File: config.mk
export PLATFORM = sky130hd
export DESIGN_NAME = evt_irq_ctrl
export DESIGN_NICKNAME = d
export VERILOG_FILES = /design/src/rtl/evic_pkg.sv /design/src/rtl/evic_ctrl_regs.sv /design/src/rtl/evic_status.sv /design/src/rtl/evic_combine.sv /design/src/rtl/evt_irq_ctrl.sv
export SDC_FILE = /design/constraint.sdc
export NUM_CORES = 1
export LEC_CHECK = 0
export ABC_CLOCK_PERIOD_IN_PS = 4400
export BUFFER_PORTS_ARGS = -buffer_cell sky130_fd_sc_hd__buf_2
export CAP_MARGIN = 30
export CORE_MARGIN = 10
export CORE_UTILIZATION = 52
export DETAILED_ROUTE_END_ITERATION = 6
export PLACE_DENSITY = 0.77
export SYNTH_ARGS = -nofsm -noshare
export SYNTH_HDL_FRONTEND = slang
export SYNTH_SLANG_ARGS = --single-unit
File: constraint.sdc
create_clock -name clk -period 4.4 [get_ports clk]
set_clock_uncertainty 0.15 [all_clocks]
set_input_delay 0.88 -clock clk [delete_from_list [all_inputs] [get_ports clk]]
set_output_delay 0.88 -clock clk [all_outputs]
set_load 0.01 [all_outputs]
File: src/rtl/evic_pkg.sv
package evic_pkg;
  localparam int ADDR_W = 3;
  localparam int EVT_PER_PIPE = 3;

  typedef enum logic [ADDR_W-1:0] {
    A_ENABLE = 3'd0,
    A_STATUS = 3'd1,
    A_SET    = 3'd2,
    A_CLEAR  = 3'd3,
    A_IRQ_RT = 3'd4,
    A_NMI_RT = 3'd5,
    A_LOCK   = 3'd6,
    A_SPARE  = 3'd7
  } reg_addr_e;
endpackage

File: src/rtl/evic_ctrl_regs.sv
module evic_ctrl_regs
  import evic_pkg::*;
#(
  parameter int NUM_EV = 12
) (
  input  logic              clk,
  input  logic              rst_n,
  input  logic              we,
  input  logic              priv,
  input  logic [ADDR_W-1:0] addr,
  input  logic [NUM_EV-1:0] wdata,
  output logic [NUM_EV-1:0] enable,
  output logic [NUM_EV-1:0] irq_rt,
  output logic [NUM_EV-1:0] nmi_rt,
  output logic [NUM_EV-1:0] lock,
  output logic [NUM_EV-1:0] wmask
);
  // per-bit write permission: privileged or unlocked
  for (genvar i = 0; i < NUM_EV; i++) begin : g_perm
    assign wmask[i] = priv | ~lock[i];
  end

  function automatic logic [NUM_EV-1:0] merge(input logic [NUM_EV-1:0] old_v,
                                              input logic [NUM_EV-1:0] new_v,
                                              input logic [NUM_EV-1:0] m);
    return (old_v & ~m) | (new_v & m);
  endfunction

  always_ff @(posedge clk or negedge rst_n) begin
    if (!rst_n) begin
      enable <= '0;
      irq_rt <= '0;
      nmi_rt <= '0;
      lock   <= '0;
    end else if (we) begin
      case (addr)
        A_ENABLE: enable <= merge(enable, wdata, wmask);
        A_IRQ_RT: irq_rt <= merge(irq_rt, wdata, wmask);
        A_NMI_RT: nmi_rt <= merge(nmi_rt, wdata, wmask);
        A_LOCK:   if (priv) lock <= wdata;
        default:  ;
      endcase
    end
  end
endmodule

File: src/rtl/evic_status.sv
module evic_status #(
  parameter int NUM_EV = 12
) (
  input  logic              clk,
  input  logic              rst_n,
  input  logic [NUM_EV-1:0] ev,
  input  logic [NUM_EV-1:0] set_stb,
  input  logic [NUM_EV-1:0] clr_stb,
  output logic [NUM_EV-1:0] status
);
  logic [NUM_EV-1:0] status_d;

  // hardware pulse is applied last so it wins over a clear
  always_comb status_d = (status & ~clr_stb) | set_stb | ev;

  always_ff @(posedge clk or negedge rst_n) begin
    if (!rst_n) status <= '0;
    else        status <= status_d;
  end
endmodule

File: src/rtl/evic_combine.sv
module evic_combine
  import evic_pkg::*;
#(
  parameter int NUM_PIPES = 4,
  localparam int NUM_EV = EVT_PER_PIPE * NUM_PIPES
) (
  input  logic [NUM_EV-1:0] status,
  input  logic [NUM_EV-1:0] enable,
  input  logic [NUM_EV-1:0] irq_rt,
  input  logic [NUM_EV-1:0] nmi_rt,
  output logic              irq,
  output logic              nmi
);
  logic [NUM_PIPES-1:0] pipe_irq, pipe_nmi;

  for (genvar p = 0; p < NUM_PIPES; p++) begin : g_pipe
    localparam int LO = p * EVT_PER_PIPE;
    assign pipe_irq[p] = |(status[LO +: EVT_PER_PIPE] & enable[LO +: EVT_PER_PIPE]
                           & irq_rt[LO +: EVT_PER_PIPE]);
    assign pipe_nmi[p] = |(status[LO +: EVT_PER_PIPE] & nmi_rt[LO +: EVT_PER_PIPE]);
  end

  assign irq = |pipe_irq;
  assign nmi = |pipe_nmi;
endmodule

File: src/rtl/evt_irq_ctrl.sv
module evt_irq_ctrl
  import evic_pkg::*;
#(
  parameter int NUM_PIPES = 4,
  localparam int NUM_EV = EVT_PER_PIPE * NUM_PIPES
) (
  input  logic              clk,
  input  logic              rst_n,
  input  logic [NUM_EV-1:0] ev_i,
  input  logic              bus_we,
  input  logic              bus_priv,
  input  logic [ADDR_W-1:0] bus_addr,
  input  logic [NUM_EV-1:0] bus_wdata,
  output logic [NUM_EV-1:0] bus_rdata,
  output logic [NUM_EV-1:0] raw_o,
  output logic              irq_o,
  output logic              nmi_o
);
  logic [NUM_EV-1:0] en_q, irq_rt_q, nmi_rt_q, lock_q, wmask;
  logic [NUM_EV-1:0] status_q, set_stb, clr_stb;

  evic_ctrl_regs #(.NUM_EV(NUM_EV)) u_regs (
    .clk(clk), .rst_n(rst_n), .we(bus_we), .priv(bus_priv),
    .addr(bus_addr), .wdata(bus_wdata),
    .enable(en_q), .irq_rt(irq_rt_q), .nmi_rt(nmi_rt_q),
    .lock(lock_q), .wmask(wmask)
  );

  always_comb begin
    set_stb = '0;
    clr_stb = '0;
    if (bus_we && bus_addr == A_SET)   set_stb = bus_wdata & wmask;
    if (bus_we && bus_addr == A_CLEAR) clr_stb = bus_wdata & wmask;
  end

  evic_status #(.NUM_EV(NUM_EV)) u_status (
    .clk(clk), .rst_n(rst_n), .ev(ev_i),
    .set_stb(set_stb), .clr_stb(clr_stb), .status(status_q)
  );

  evic_combine #(.NUM_PIPES(NUM_PIPES)) u_comb (
    .status(status_q), .enable(en_q), .irq_rt(irq_rt_q), .nmi_rt(nmi_rt_q),
    .irq(irq_o), .nmi(nmi_o)
  );

  assign raw_o = ev_i;

  always_comb begin
    case (bus_addr)
      A_ENABLE: bus_rdata = en_q;
      A_STATUS: bus_rdata = status_q;
      A_IRQ_RT: bus_rdata = irq_rt_q;
      A_NMI_RT: bus_rdata = nmi_rt_q;
      A_LOCK:   bus_rdata = lock_q;
      default:  bus_rdata = '0;
    endcase
  end
endmodule

==> reports/results.ini <==
[pwr]
power_switching_uw=476
power_density_nw_per_um2=417
intPower_mw=1.15
ir_worst_vdd_v=0.000193
p_comb_frac=0.226
p_leak_nw=1.79
p_sw_frac=0.293
pwr-share-clk=0.316
pwr-share-seq=0.458

[clock_network]
post_cts_buffers=0
cts_tree=yes
clk_pin_slew_ns=0.07
hold_buffers=0
cts_resized=0
clock-sinks=60
htreeDepth=3
clock_path_buffers=2
cts_made_buffers=9
clock_latency_ns=0.34
root_buffer=clkbuf_8

[logic_synthesis]
ys_async_sr_fraction=1.00
synth_nets=332
synth_warnings=0
synth_cell_type_count=33
synth-edff-count=0
syn_avg_cell_area_um2=11.6
syn-cell-area_um2=3500
ys_ff_latch=60
ys_seq_area_frac=0.429
syn_inst=301
ys.flop_type=dfrtp_1

[detailed_routing]
drtPass1Iterations=4
drt_iter0_drc=123
ant_nets=0
num_vias=2612
vias_per_cell=6.16
drc=0
wl_per_cell_um=21.3
routed_wl_mm=9.03

[finish]
nets=373
syn_to_final_growth_pct=11.1
drive_above_1_share=0.340
multi_input_area_um2=1790
final_area_um2=3890
nFillCells=546
diodes=0
seq_area_um2=1500

[sta]
grt_setup_unrepaired=no
fmax_mhz=296
post-route-period-util=0.769
drv_slew=0
worstMarginPinSlew_ns=0.932
setup_viol=0
fin_setup_tns_ns=0
setup_ws_ns=1.02
fin_crit_ns=3.38
finalHoldViolations=0
slew_headroom=0.379

[placement]
portBuffers=56
pre_cts_slack_ns=1.05
gp_congestion=0.846
dpl_cell_area_um2=3690
post-dp-hpwl_mm=6.18

[worst_setup_path]
criticalPathCategory=input pin to primary output
crit_slowest_cell=buf_2
cp_slowest_stage_delay_ns=0.40
critPathCaptureType=primary output
cp-start-kind=input pin
path_cells=buf_2, buf_4, mux2i_1, a2bb2oi_1, o22ai_1, buf_2
cpMostUsedCell=buf_2
required_ns=3.37
worstPathArrival_ns=2.35
path_max_fanout=16

[flow_run]
cap_viol_max_count=0

[die]
fp.dieH_um=102
num_rows=29
die_width_um=102
core_area_um2=6460
start_util=0.542
ios=57
dieArea_um2=10400

[grt]
grt_pass1_wl_mm=14.2
antenna_found_initial=0
gr-total-overflow=0
grtUsageTotal=0.176
grt_max_degree=42
grt_pass1_vias=2682

[hold_path]
min_path_type=flop to flop

[outcome]
status=completed

through the flow:
stage          hold WS (ns)   util  cells  power, mW
6_report              0.382  0.602    424       1.62
5_1_grt               0.406  0.602    424       1.70
3_3_place_gp          0.354  0.571    408       1.10
2_1_floorplan         0.333      -    301      0.996
3_5_place_dp          0.360  0.571    408       1.12
4_1_cts               0.381  0.602    424       1.62
worst max-delay path, delay by kind of cell:
kind / cells / cell delay (ns)
buffers and inverters: 3 / 0.94
multiplexers: 1 / 0.25
AO/OA/AOI/OAI: 2 / 0.28
logic make-up after synthesis:
logic type,after synthesis,synth area share
muxes,70,0.247
and+or+nand+nor,101,0.172
DFF,60,0.429
buffers and inverters,30,0.0611
AOI/OAI and AO/OA,40,0.0915
layout by cell type, fill, tap and decap left out, drive strengths merged, types with 2 or more instances in the layout:
cell / synthesis / final
a211o: 12 / 12
a221oi: 3 / 3
a22o: 3 / 3
a2bb2oi: 10 / 10
and3: 12 / 12
buf: 23 / 58
clkbuf: 5 / 12
clkinv: 0 / 2
dfrtp: 60 / 60
inv: 2 / 2
mux2: 48 / 48
mux2i: 20 / 20
mux4: 2 / 2
nand2: 26 / 26
nand2b: 24 / 24
nand3: 26 / 26
nand4: 3 / 3
nor2b: 2 / 2
o22ai: 12 / 12
per-layer routing:
| metal | global-route usage | vias up | routed length, µm |
|---|---|---|---|
| li1 | - | 1189 | - |
| met3 | 0.0371 | 22 | 548 |
| met1 | 0.218 | 1317 | 3850 |
| met2 | 0.281 | 84 | 4360 |
| met5 | 0 | - | 0 |
| met4 | 0.0922 | 0 | 268 |
area by class of cell:
cell class | instances | area share
clock buffers | 12 | 0.0399
clock inverters | 4 | 0.0122
inverters | 2 | 0.00193
multi-input cells | 211 | 0.459
flip-flops and latches | 60 | 0.386
well taps | 77 | 0.0248
repair buffers | 58 | 0.0759
cell usage after synthesis (2+ instances only):
master / count / area, µm²
nand2_1: 26 / 97.6
mux2_1: 10 / 113
inv_1: 2 / 7.51
mux2_2: 17 / 191
nor2b_1: 2 / 12.5
clkbuf_1: 4 / 15.0
dfrtp_1: 60 / 1500
mux4_2: 2 / 45.0
nand2b_1: 23 / 144
a211o_1: 12 / 105
a22o_1: 3 / 26.3
buf_6: 6 / 67.6
and3_1: 12 / 75.1
o22ai_1: 12 / 75.1
buf_2: 2 / 10.0
a221oi_1: 3 / 26.3
a2bb2oi_1: 10 / 87.6
nand4_1: 3 / 18.8
nand3_1: 26 / 130
buf_4: 14 / 105
mux2i_1: 20 / 200
mux2_4: 21 / 315
power by group through the flow:
stage / registers (mW) / clock network, mW / logic, mW
floorplan: 0.719 / 0 / 0.277
global placement: 0.744 / 0 / 0.357
detailed placement: 0.748 / 0 / 0.367
CTS: 0.740 / 0.515 / 0.368
global route: 0.756 / 0.542 / 0.398
finish: 0.743 / 0.512 / 0.366
path summary, 6_finish.rpt:
check / slack, ns / from / end / cells after the start
hold / removal: 0.38 / flop / flop / 1
setup / recovery: 1.02 / bus_addr[2] / bus_rdata[8] / 6
setup reg to reg: 3.07 / u_regs.lock[10] / flop / 3
max in group asynchronous: 2.77 / rst_n / async pin / 2
min in group asynchronous: 0.52 / rst_n / u_status.status[10] / 1
hold reg to reg: 0.38 / flop / flop / 1
No activity file was read; power rests on OpenSTA's default activity.
